**config.mk**
```make
export PLATFORM = sky130hd
export DESIGN_NAME = pwm16_timer
export DESIGN_NICKNAME = d
export VERILOG_FILES = /design/src/rtl/pwm16_pkg.sv /design/src/rtl/pwm16_regfile.sv /design/src/rtl/pwm16_counter.sv /design/src/rtl/pwm16_cmp_ch.sv /design/src/rtl/pwm16_timer.sv
export SDC_FILE = /design/constraint.sdc
export NUM_CORES = 1
export LEC_CHECK = 0
export BUFFER_PORTS_ARGS = -buffer_cell sky130_fd_sc_hd__buf_2
export CORE_ASPECT_RATIO = 1.5
export CORE_MARGIN = 4
export CORE_UTILIZATION = 45
export DETAILED_ROUTE_END_ITERATION = 7
export GPL_ROUTABILITY_DRIVEN = 0
export GPL_TIMING_DRIVEN = 0
export HOLD_SLACK_MARGIN = 0.15
export PLACE_DENSITY_LB_ADDON = 0.15
export RECOVER_POWER = 100
export SETUP_SLACK_MARGIN = 0.02
export SLEW_MARGIN = 25
export SYNTH_ARGS = -nofsm -noshare
export SYNTH_HDL_FRONTEND = slang
export SYNTH_HIERARCHICAL = 1
export SYNTH_SLANG_ARGS = --single-unit
export TNS_END_PERCENT = 1
```
**constraint.sdc**
```tcl
create_clock -name clk -period 3.4 [get_ports clk]
set_input_delay 0.68 -clock clk [delete_from_list [all_inputs] [get_ports clk]]
set_output_delay 0.68 -clock clk [all_outputs]
set_load 0.01 [all_outputs]
```
**src/rtl/pwm16_pkg.sv**
```systemverilog
package pwm16_pkg;
  localparam int ADDR_W = 4;
  localparam logic [ADDR_W-1:0] AD_CTLA  = 4'd0;
  localparam logic [ADDR_W-1:0] AD_CTLB  = 4'd1;
  localparam logic [ADDR_W-1:0] AD_CNTL  = 4'd2;
  localparam logic [ADDR_W-1:0] AD_CNTH  = 4'd3;
  localparam int                CMP_BASE = 4;   // A low/high at 4/5, B at 6/7
  localparam logic [ADDR_W-1:0] AD_MASK  = 4'd8;
  localparam logic [ADDR_W-1:0] AD_FLAG  = 4'd9;
  localparam int                NUM_CH   = 2;
  localparam logic [3:0]        MODE_FPWM_TOPA = 4'b1111;
endpackage

```
**src/rtl/pwm16_regfile.sv**
```systemverilog
module pwm16_regfile
  import pwm16_pkg::*;
#(
  parameter int DW = 8,
  localparam int CW = 2 * DW
) (
  input  logic              clk,
  input  logic              rst,
  input  logic              wr_en,
  input  logic [ADDR_W-1:0] wr_addr,
  input  logic [DW-1:0]     wr_data,
  output logic [3:0]        mode,
  output logic [DW-1:0]     mask,
  output logic [CW-1:0]     cmp [NUM_CH]
);
  logic [DW-1:0] ctl_a_q, ctl_b_q, mask_q;

  always_ff @(posedge clk) begin
    if (rst) begin
      ctl_a_q <= '0;
      ctl_b_q <= '0;
      mask_q  <= '0;
    end else if (wr_en) begin
      if (wr_addr == AD_CTLA) ctl_a_q <= wr_data;
      if (wr_addr == AD_CTLB) ctl_b_q <= wr_data;
      if (wr_addr == AD_MASK) mask_q  <= wr_data;
    end
  end

  for (genvar ch = 0; ch < NUM_CH; ch++) begin : g_cmp
    localparam logic [ADDR_W-1:0] AD_LO = ADDR_W'(CMP_BASE + 2 * ch);
    localparam logic [ADDR_W-1:0] AD_HI = ADDR_W'(CMP_BASE + 2 * ch + 1);
    logic [CW-1:0] cmp_q;
    always_ff @(posedge clk) begin
      if (rst) begin
        cmp_q <= '0;
      end else if (wr_en) begin
        if (wr_addr == AD_LO) cmp_q[DW-1:0]  <= wr_data;
        if (wr_addr == AD_HI) cmp_q[CW-1:DW] <= wr_data;
      end
    end
    assign cmp[ch] = cmp_q;
  end

  assign mode = {ctl_b_q[4:3], ctl_a_q[1:0]};
  assign mask = mask_q;
endmodule

```
**src/rtl/pwm16_counter.sv**
```systemverilog
module pwm16_counter
  import pwm16_pkg::*;
#(
  parameter int DW  = 8,
  parameter int INC = 1,
  parameter int CLR_BIT = 0,
  localparam int CW = 2 * DW
) (
  input  logic              clk,
  input  logic              rst,
  input  logic              tick,
  input  logic              pwm_mode,
  input  logic [CW-1:0]     top,
  input  logic              wr_en,
  input  logic [ADDR_W-1:0] wr_addr,
  input  logic [DW-1:0]     wr_data,
  output logic [CW-1:0]     count,
  output logic              ovf
);
  logic [CW-1:0] cnt_q;
  logic          ovf_q;
  logic [CW:0]   sum;
  logic          at_top, at_zero, set_ovf, clr_zero, clr_sw;

  assign sum      = {1'b0, cnt_q} + (CW+1)'(INC);
  assign at_top   = pwm_mode && (cnt_q == top);
  assign at_zero  = (cnt_q == '0);
  assign set_ovf  = tick && (at_top || (!pwm_mode && sum[CW]));
  assign clr_zero = tick && pwm_mode && at_zero && !at_top;
  assign clr_sw   = wr_en && (wr_addr == AD_FLAG) && wr_data[CLR_BIT];

  always_ff @(posedge clk) begin
    if (rst) begin
      cnt_q <= '0;
      ovf_q <= 1'b0;
    end else begin
      if (set_ovf)                 ovf_q <= 1'b1;
      else if (clr_zero || clr_sw) ovf_q <= 1'b0;
      if (tick) cnt_q <= at_top ? '0 : sum[CW-1:0];
      if (wr_en && wr_addr == AD_CNTL) cnt_q[DW-1:0]  <= wr_data;
      if (wr_en && wr_addr == AD_CNTH) cnt_q[CW-1:DW] <= wr_data;
    end
  end

  assign count = cnt_q;
  assign ovf   = ovf_q;
endmodule

```
**src/rtl/pwm16_cmp_ch.sv**
```systemverilog
module pwm16_cmp_ch #(
  parameter int CW = 16
) (
  input  logic          clk,
  input  logic          rst,
  input  logic          tick,
  input  logic [CW-1:0] count,
  input  logic [CW-1:0] cmp,
  input  logic          en,
  output logic          irq
);
  logic irq_q;
  always_ff @(posedge clk) begin
    if (rst) begin
      irq_q <= 1'b0;
    end else if (tick && en) begin
      if (count == cmp)      irq_q <= 1'b1;
      else if (count == '0)  irq_q <= 1'b0;
    end
  end
  assign irq = irq_q;
endmodule

```
**src/rtl/pwm16_timer.sv**
```systemverilog
module pwm16_timer
  import pwm16_pkg::*;
#(
  parameter int DW       = 8,
  parameter int INC      = 1,
  parameter int EN_A_BIT = 1,
  parameter int EN_B_BIT = 2,
  parameter int CLR_BIT  = 0,
  localparam int CW = 2 * DW
) (
  input  logic              clk,
  input  logic              rst,
  input  logic              tick,
  input  logic              wr_en,
  input  logic [ADDR_W-1:0] wr_addr,
  input  logic [DW-1:0]     wr_data,
  output logic [CW-1:0]     count,
  output logic              ovf,
  output logic              irq_a,
  output logic              irq_b
);
  logic [3:0]    mode;
  logic [DW-1:0] mask;
  logic [CW-1:0] cmp [NUM_CH];
  logic [CW-1:0] cmp_a;
  logic          en_a, en_b;
  logic [NUM_CH-1:0] en_v, irq_v;

  pwm16_regfile #(.DW(DW)) regs_i (
    .clk(clk), .rst(rst), .wr_en(wr_en), .wr_addr(wr_addr), .wr_data(wr_data),
    .mode(mode), .mask(mask), .cmp(cmp)
  );

  assign cmp_a = cmp[0];
  assign en_a  = mask[EN_A_BIT];
  assign en_b  = mask[EN_B_BIT];
  assign en_v  = {en_b, en_a};

  pwm16_counter #(.DW(DW), .INC(INC), .CLR_BIT(CLR_BIT)) cnt_i (
    .clk(clk), .rst(rst), .tick(tick), .pwm_mode(mode == MODE_FPWM_TOPA),
    .top(cmp_a), .wr_en(wr_en), .wr_addr(wr_addr), .wr_data(wr_data),
    .count(count), .ovf(ovf)
  );

  for (genvar ch = 0; ch < NUM_CH; ch++) begin : g_ch
    pwm16_cmp_ch #(.CW(CW)) ch_i (
      .clk(clk), .rst(rst), .tick(tick), .count(count), .cmp(cmp[ch]),
      .en(en_v[ch]), .irq(irq_v[ch])
    );
  end

  assign irq_a = irq_v[0];
  assign irq_b = irq_v[1];
endmodule

```
======== Yosys cells after proc, flatten, opt, wreduce, memory -nomap -nowiden ========
Index checks and enable logic that the tools add are counted.
cells by class
  $add $sub $neg .......................... 1
  equal/unequal tests ..................... 12
  mux-type cells .......................... 9
  reduce and logical (&&, ||, !) cells .... 32
operators by type and width
  kind                                                                    count
  16-bit equality test                                                    2
  16-bit 2-to-1 mux                                                       2
  2-bit AND reduction                                                     9
  16-bit by 1-bit adder with 17-bit output (second input constant)        1
  4-bit by 3-bit equality test with 1-bit output (second input constant)  4
  16-bit logical NOT                                                      1
  8-bit 2-to-1 mux                                                        2
  4-bit equality test (second input constant)                             3
  1-bit logical AND                                                       12
  2-bit nonzero test                                                      5
  4-bit by 2-bit equality test with 1-bit output (second input constant)  2
  1-bit 2-to-1 mux                                                        5
  4-bit by 1-bit equality test with 1-bit output (second input constant)  1
  4-bit logical NOT                                                       1
  1-bit logical NOT                                                       2
  1-bit logical OR                                                        2
word-level totals
  flip-flop bits (word level) ............. 61
  bits of input ports ..................... 16
  output and inout port bits .............. 19

======== Longest topological paths before layout ========
Gate-level depths: netlist of the first run.
  depth after elaboration ................. 7
  depth in mapped cells ................... 8
  mapped depth without buffers ............ 6

======== Modules after synthesis ========
Netlist of the first run, hierarchy kept.
by module, submodules not included
  module         instances  cells an instance  area each (um^2)  seq. area each (um^2)
  pwm16_regfile  1          162                1803.0            880.8
  pwm16_counter  1          166                1298.7            340.3
  pwm16_cmp_ch   2          31                 254.0             20.0
  pwm16_timer    1          1                  8.8               0.0

======== Worst setup path after synthesis of the first run ========
No wires, ideal clock.
  path type ............................... input to register
  from .................................... in wr_addr[3]
  to ...................................... reg cnt_i.cnt_q[0] (netlist: cnt_i/count[0])
  data arrival time ....................... 1806 ps
  required time ........................... 3267 ps
  path slack .............................. 1460 ps
  cell stages on the path ................. 8
  cells stage by stage .................... nor4bb_1 -> clkbuf_1 -> nor2b_1 -> buf_4 -> buf_4 -> nor3_1 -> a21oi_1 -> o22ai_1
on the way
  word-level cells in the longest chain between the ends .. 3
ends and longest elaborated chain
  item                                                           RTL line             source
  from (decl)                                                    pwm16_timer.sv:15    input logic [ADDR_W-1:0] wr_addr,
  4-bit by 2-bit equality test with 1-bit output (*)             pwm16_counter.sv:40  if (wr_en && wr_addr == AD_CNTL) cnt_q[DW-1:0] <= wr_data;
  1-bit logical AND (*)                                          pwm16_counter.sv:40
  8-bit 2-to-1 mux / 2-bit nonzero test (equally long branches)  -
  to (signal assigned)                                           pwm16_counter.sv:39  if (tick) cnt_q <= at_top ? '0 : sum[CW-1:0];
  to (signal, indexed assignment)                                pwm16_counter.sv:40
  to (signal, indexed assignment)                                pwm16_counter.sv:41  if (wr_en && wr_addr == AD_CNTH) cnt_q[CW-1:DW] <= wr_data;
  to (decl)                                                      pwm16_counter.sv:20  logic [CW-1:0] cnt_q;
Every way passes the cells marked *; elsewhere a longest branch is shown, timed or not.
A chain may end at the register's enable or synchronous reset.

======== Worst setup path after layout of the first run ========
  from .................................... reg cnt_i.cnt_q[11] (netlist: cnt_i/count[11])
  to ...................................... reg cnt_i.cnt_q[4] (netlist: cnt_i/count[4])
on the way
  word-level cells in the longest chain between the ends .. 5
ends and longest elaborated chain
  item                             RTL line             source
  16-bit equality test             pwm16_counter.sv:26  assign at_top = pwm_mode && (cnt_q == top);
  1-bit logical AND                pwm16_counter.sv:26
  16-bit 2-to-1 mux (2 in series)  pwm16_counter.sv:39
  8-bit 2-to-1 mux                 pwm16_counter.sv:40
Every way passes these cells. The select of a mux whose other input is x is not followed.

==> metrics.yaml, run 1 <==
power_and_ir_drop:
  power.internal_mw: 1.10
  total_power_mw: 1.48
  clkPwrFrac_pct: 42.2
  combPwrFrac_pct: 10.4
  swShare_pct: 25.6
  p_sw_uw: 378
  max-vdd-ir-drop_v: 0.000282
  total_leakage_power_nw: 1.81
  pwr-share-seq_pct: 47.4
  power_density_mw_per_mm2: 384
hold_path:
  hp-class: "reg2reg"
flow_run:
  drv_cap: 0
grt:
  grt.total_usage_pct: 23.3
  grt_pass1_vias: 3061
  grt_overflow: 0
  grt_pass1_wl_um: 15900
  antenna_found_initial: 0
  grt_max_degree: 13
finish:
  fin_nets: 436
  final_util_pct: 52.6
  design_area_mm2: 0.00385
  syn_to_final_growth_pct: 13.3
  antenna_cells: 0
  drive_gt1_share_pct: 9.93
clock_network:
  cts_hold_buf: 0
  cts-root-buf: "clkbuf_8"
  insertion_delay_ns: 0.34
  cts_tree: "done"
  cts_sinks: 57
  h-tree-depth: 3
  path_clk_slew_ns: 0.06
  cts-buffers-inserted: 9
  cts_resized: 0
  clock_path_buffers: 2
  post-cts-setup-buffers: 0
run_status:
  status: "complete, no violations"
worst_setup_path:
  path_buf_inv: 1
  crit_family: "compound AO/OA/AOI/OAI gates"
  arrival_ns: 2.79
  cp_data_required_time_ns: 3.57
  worstPathCellList: "clkbuf_1, xor2_1, nor4_1, nand4_1, o21ai_0, o22ai_1"
  crit_fanout: 8
  start_kind: "flop"
  critical_path.endpoint_type: "flop"
  critical-path-slowest-cell: "o21ai_0"
  crit_type: "reg2reg"
  cp_slowest_stage_delay_ns: 0.88
die:
  start_util_pct: 46.4
  die-area_mm2: 0.00904
  dieWidth_um: 79.0
  rows: 38
  core_mm2: 0.00732
  io_pins: 35
  die_h_um: 114
place:
  placed_area_mm2: 0.00370
  dpl_worst_slack_ns: 0.995
  io_buffers: 34
  dpl.hpwl_um: 7360
routing:
  wl_per_cell_um: 18.5
  dr_total_vias: 2885
  routed_wl_um: 9660
  ant_nets: 0
  drc: 0
  via_per_inst: 5.52
  drtIter0Drc: 192
  firstDrtPassIters: 4
timing:
  rsz0062_at_grt: "no"
  post-route-min-period_ns: 2.62
  finalHoldViolations: 0
  clock_skew_ns: 0.00981
  finalSetupViolations: 0
  setup_slack_ns: 0.784
  tightest_slew_ns: 1.06
  drv_slew: 0
  finalCritPeriodShare_pct: 76.9
  setup_tns_ns: 0
  max_freq_mhz: 382
  maxSlewHeadroom_pct: 28.3
logic_synthesis:
  syn-cell-area_mm2: 0.00340
  syn_avg_cell_area_um2: 9.12
  synthCells: 373
  syn_nets: 391
  ys.warnings.count: 6
## worst register-to-register path: cells and delay by family, from the launching register on
family          cells  cell delay, ns
xor+xnor            1            0.12
simple gates        2            0.46
flops               1            0.48
buf+inv             1            0.36
compound gates      2            1.02
## sequential cells by signal, summed over array words and instances (netlist names)
register,count
regs_i/g_cmp.cmp_q,32
cnt_i/count,16
g_ch.ch_i/irq,2
regs_i/ctl_a_q,2
regs_i/ctl_b_q,2
regs_i/mask,2
cnt_i/ovf,1
## through the flow
step | hold slack [ns] | std cells
final | 0.484 | 523
after global placement | 0.460 | 507
after CTS | 0.487 | 523
after global routing | 0.505 | 523
after detailed placement | 0.475 | 507
after floorplan | 0.448 | 373
## per-layer routing
metal	part of all wire [%]	wire length (µm)	vias up	global-route usage, %
met2	51	4900	93	39.3
li1	-	-	1410	-
met5	0	0	-	0
met1	40	3860	1356	26.7
met3	4.8	467	26	4.65
met4	4.5	431	0	14.2
## power groups by stage
stage	clock, mW	combinational (mW)	sequential [mW]
final	0.624	0.153	0.701
after global routing	0.672	0.167	0.702
after CTS	0.635	0.156	0.701
after detailed placement	0	0.156	0.716
after global placement	0	0.154	0.715
after floorplan	0	0.101	0.710
## worst paths after layout
kind                                  startpoint               end  slack, ns  depth (start not counted)
worst min-delay path            g_ch[1].ch_i/irq  g_ch[1].ch_i/irq       0.48                          2
worst max register to register   cnt_i/count[11]    cnt_i/count[4]       0.78                          6
worst max-delay path             cnt_i/count[11]    cnt_i/count[4]       0.78                          6
worst min register to register  g_ch[1].ch_i/irq  g_ch[1].ch_i/irq       0.48                          2
## cell type report
type	count	area, µm²
clock inverters	3	40.0
inverters	9	33.8
well taps	100	125
flip-flops and latches	57	1140
multi-input cells	285	2090
clock buffers	13	149
plain buffers	22	133
fillers	740	3470
repair buffers	34	145
## cell usage in the layout, fill, tap and decap left out, types with 3 or more instances in the layout
cell	n
a31oi_1	6
dfxtp_1	57
nor2_1	8
mux2i_1	40
nand2_1	11
nor3_1	11
o21ai_0	3
nand2b_1	48
buf_2	14
clkbuf_1	36
xnor2_1	12
clkbuf_8	11
o22ai_1	16
nor3b_1	6
nand3_1	8
inv_1	9
nand4_1	6
buf_6	4
xor2_1	50
and3_1	8
nor4_1	19
a21oi_1	10
(Power assumes the default switching activity.)
==> run 2: changes to the inputs <==
--- a/config.mk
+++ b/config.mk
@@ -5,6 +5,7 @@
 export SDC_FILE = /design/constraint.sdc
 export NUM_CORES = 1
 export LEC_CHECK = 0
+export ABC_AREA = 1
 export BUFFER_PORTS_ARGS = -buffer_cell sky130_fd_sc_hd__buf_2
 export CORE_ASPECT_RATIO = 1.5
 export CORE_MARGIN = 4
==> constraint.sdc (replaced) <==
create_clock -name clk -period 2.1 [get_ports clk]
set_input_delay 0.42 -clock clk [delete_from_list [all_inputs] [get_ports clk]]
set_output_delay 0.42 -clock clk [all_outputs]
set_load 0.01 [all_outputs]
==> metrics.yaml, run 2 <==
run_status:
  status: "complete, no violations"  # unchanged
place:
  dpl_worst_slack_ns: 0.0627  # was 0.995 ns
  placed_area_mm2: 0.00439  # was 0.00370 mm²
  io_buffers: 34  # unchanged
  dpl.hpwl_um: 10300  # was 7360 µm
die:
  rows: 42  # was 38
  start_util_pct: 46.2  # was 46.4%
  io_pins: 35  # unchanged
  die_h_um: 125  # was 114 µm
  core_mm2: 0.00883  # was 0.00732 mm²
  die-area_mm2: 0.0107  # was 0.00904 mm²
  dieWidth_um: 85.8  # was 79.0 µm
power_and_ir_drop:
  total_power_mw: 2.79  # was 1.48 mW
  p_sw_uw: 756  # was 378 µW
  power_density_mw_per_mm2: 606  # was 384 mW/mm²
  max-vdd-ir-drop_v: 0.000427  # was 0.000282 V
  pwr-share-seq_pct: 41.2  # was 47.4%
  total_leakage_power_nw: 2.04  # was 1.81 nW
  combPwrFrac_pct: 13.1  # was 10.4%
  clkPwrFrac_pct: 45.7  # was 42.2%
  swShare_pct: 27.1  # was 25.6%
  power.internal_mw: 2.04  # was 1.10 mW
grt:
  grt_overflow: 0  # unchanged
  grt_max_degree: 14  # was 13
  grt_pass1_wl_um: 21200  # was 15,900 µm
  antenna_found_initial: 0  # unchanged
  grt.total_usage_pct: 25.9  # was 23.3%
  grt_pass1_vias: 4322  # was 3,061
routing:
  drc: 0  # unchanged
  via_per_inst: 5.26  # was 5.52
  drtIter0Drc: 357  # was 192
  routed_wl_um: 13400  # was 9660 µm
  ant_nets: 0  # unchanged
  wl_per_cell_um: 15.4  # was 18.5 µm
  dr_total_vias: 4573  # was 2,885
  firstDrtPassIters: 5  # was 4
clock_network:
  clock_path_buffers: 2  # unchanged
  cts_tree: "done"  # unchanged
  cts-root-buf: "clkbuf_16"  # was clkbuf_8
  cts-buffers-inserted: 9  # unchanged
  path_clk_slew_ns: 0.05  # was 0.06 ns
  post-cts-setup-buffers: 0  # unchanged
  cts_sinks: 57  # unchanged
  insertion_delay_ns: 0.33  # was 0.34 ns
  h-tree-depth: 3  # unchanged
timing:
  tightest_slew_ns: 0.644  # was 1.06 ns
  finalHoldViolations: 0  # unchanged
  drv_slew: 0  # unchanged
  whs_ns: 0.407  # was 0.484 ns
  finalSetupViolations: 0  # unchanged
  maxSlewHeadroom_pct: 57.0  # was 28.3%
  clock_skew_ns: 0.00411  # was 0.00981 ns
  setup_tns_ns: 0  # unchanged
  setup_slack_ns: 0.118  # was 0.784 ns
  post-route-min-period_ns: 1.98  # was 2.62 ns
  rsz0062_at_grt: "no"  # unchanged
  finalCritPeriodShare_pct: 94.4  # was 76.9%
  max_freq_mhz: 505  # was 382 MHz
worst_setup_path:
  arrival_ns: 2.20  # was 2.79 ns
  cp_data_required_time_ns: 2.32  # was 3.57 ns
  crit_type: "reg2reg"  # unchanged
  start_kind: "flop"  # unchanged
  ff2ff_path_depth: 8  # was 6
  r2r-start: "cnt_i/count[8]"  # was cnt_i/count[11]
  critical-path-slowest-cell: "dfxtp_1"  # was o21ai_0
  reg2reg_slack_ns: 0.12  # was 0.78 ns
  endpoint: "cnt_i/ovf"  # was cnt_i/count[4]
  worstPathCellList: "inv_1, nand2_1, nand4_1, nor2_1, nand3_1, nand2_1, nand2_1, a21oi_1"  # was clkbuf_1, xor2_1, nor4_1, nand4_1, o21ai_0, o22ai_1
  startpoint: "cnt_i/count[8]"  # was cnt_i/count[11]
  cp_slowest_stage_delay_ns: 0.73  # was 0.88 ns
  worst-path-stages: 8  # was 6
  timing.rr.end: "cnt_i/ovf"  # was cnt_i/count[4]
  cpMostUsedCell: "nand2_1"
  path_buf_inv: 1  # unchanged
  crit_fanout: 13  # was 8
  critical_path.endpoint_type: "flop"  # unchanged
  crit_family: "flip-flops"  # was compound AO/OA/AOI/OAI gates
logic_synthesis:
  synthCells: 712  # was 373
  syn-cell-area_mm2: 0.00408  # was 0.00340 mm²
  ys.warnings.count: 6  # unchanged
  syn_nets: 730  # was 391
  syn_avg_cell_area_um2: 5.73  # was 9.12 µm²
hold_path:
  hp-class: "in2reg"  # was reg2reg
finish:
  final_common_cell: "nand2_1"  # was dfxtp_1
  ff_latch_area_mm2: 0.00115  # was 0.00114 mm²
  layout_common_cells: "195 x nand2_1, 135 x nor2_1, 115 x inv_1"  # was 57 x dfxtp_1, 50 x xor2_1, 48 x nand2b_1
  syn_to_final_growth_pct: 12.9  # was 13.3%
  largest_reg_flops: 32  # unchanged
  fillCellCount: 972  # was 740
  antenna_cells: 0  # unchanged
  top_register: "regs_i/g_cmp.cmp_q"  # unchanged
  drive_gt1_share_pct: 10.3  # was 9.93%
  fin_nets: 775  # was 436
  multi_input_area_mm2: 0.00235  # was 0.00209 mm²
  design_area_mm2: 0.00461  # was 0.00385 mm²
flow_run:
  drv_cap: 0  # unchanged
run 2: per-stage QoR:
step	util, %	instances
floorplan	-	712
global placement	49.7	856
detailed placement	49.7	856
CTS	52.6	869
global route	52.2	869
finish	52.2	869
run 2: area by class of cell:
class	count	share of cell area [%]
multi-input cells	510	51.0
flip-flops and latches	57	24.9
inverters	127	10.3
clock buffers	12	5.35
repair buffers	34	3.26
well taps	110	2.99
plain buffers	18	2.09
clock inverters	1	0.109
run 2: layer usage:
layer | up-vias | GRT usage (%) | part of all wire, %
met2 | 179 | 44.0 | 49
li1 | 2286 | - | -
met5 | - | 0 | 0
met4 | 0 | 19.1 | 7.3
met3 | 62 | 3.90 | 6.2
met1 | 2046 | 28.4 | 38
run 2: worst reg2reg max path, delay by kind of cell, from the launching register on:
family	cells	cell delay [ns]
AO/OA/AOI/OAI	1	0.27
buffers and inverters	1	0.18
flip-flops	1	0.73
AND/OR/NAND/NOR	6	0.69
run 2: power groups by stage:
stage / Combinational [mW] / Clock [mW] / Sequential [mW]
floorplan: 0.248 / 0 / 1.16
global placement: 0.361 / 0 / 1.17
detailed placement: 0.364 / 0 / 1.17
CTS: 0.365 / 1.30 / 1.15
global route: 0.406 / 1.35 / 1.15
finish: 0.366 / 1.28 / 1.15
run 2: repair_timing:
action                                  4_1_cts  5_1_grt
endpoints found under the hold margin         0        0
endpoints found under the setup margin        0        7
hold buffers                                  0        0
gates resized for setup                       0        6
run 2: worst min-delay path by stage:
stage | startpoint | endpoint | slack [ns] | cells past startpoint
after floorplan | regs_i/g_cmp[1].cmp_q[3] | regs_i/g_cmp[1].cmp_q[3] | 0.45 | 2
after global placement | g_ch[0].ch_i/irq | g_ch[0].ch_i/irq | 0.46 | 2
after detailed placement | g_ch[0].ch_i/irq | g_ch[0].ch_i/irq | 0.46 | 2
after CTS | rst | g_ch[0].ch_i/irq | 0.32 | 2
after global routing | rst | g_ch[1].ch_i/irq | 0.43 | 2
final | rst | g_ch[1].ch_i/irq | 0.41 | 2
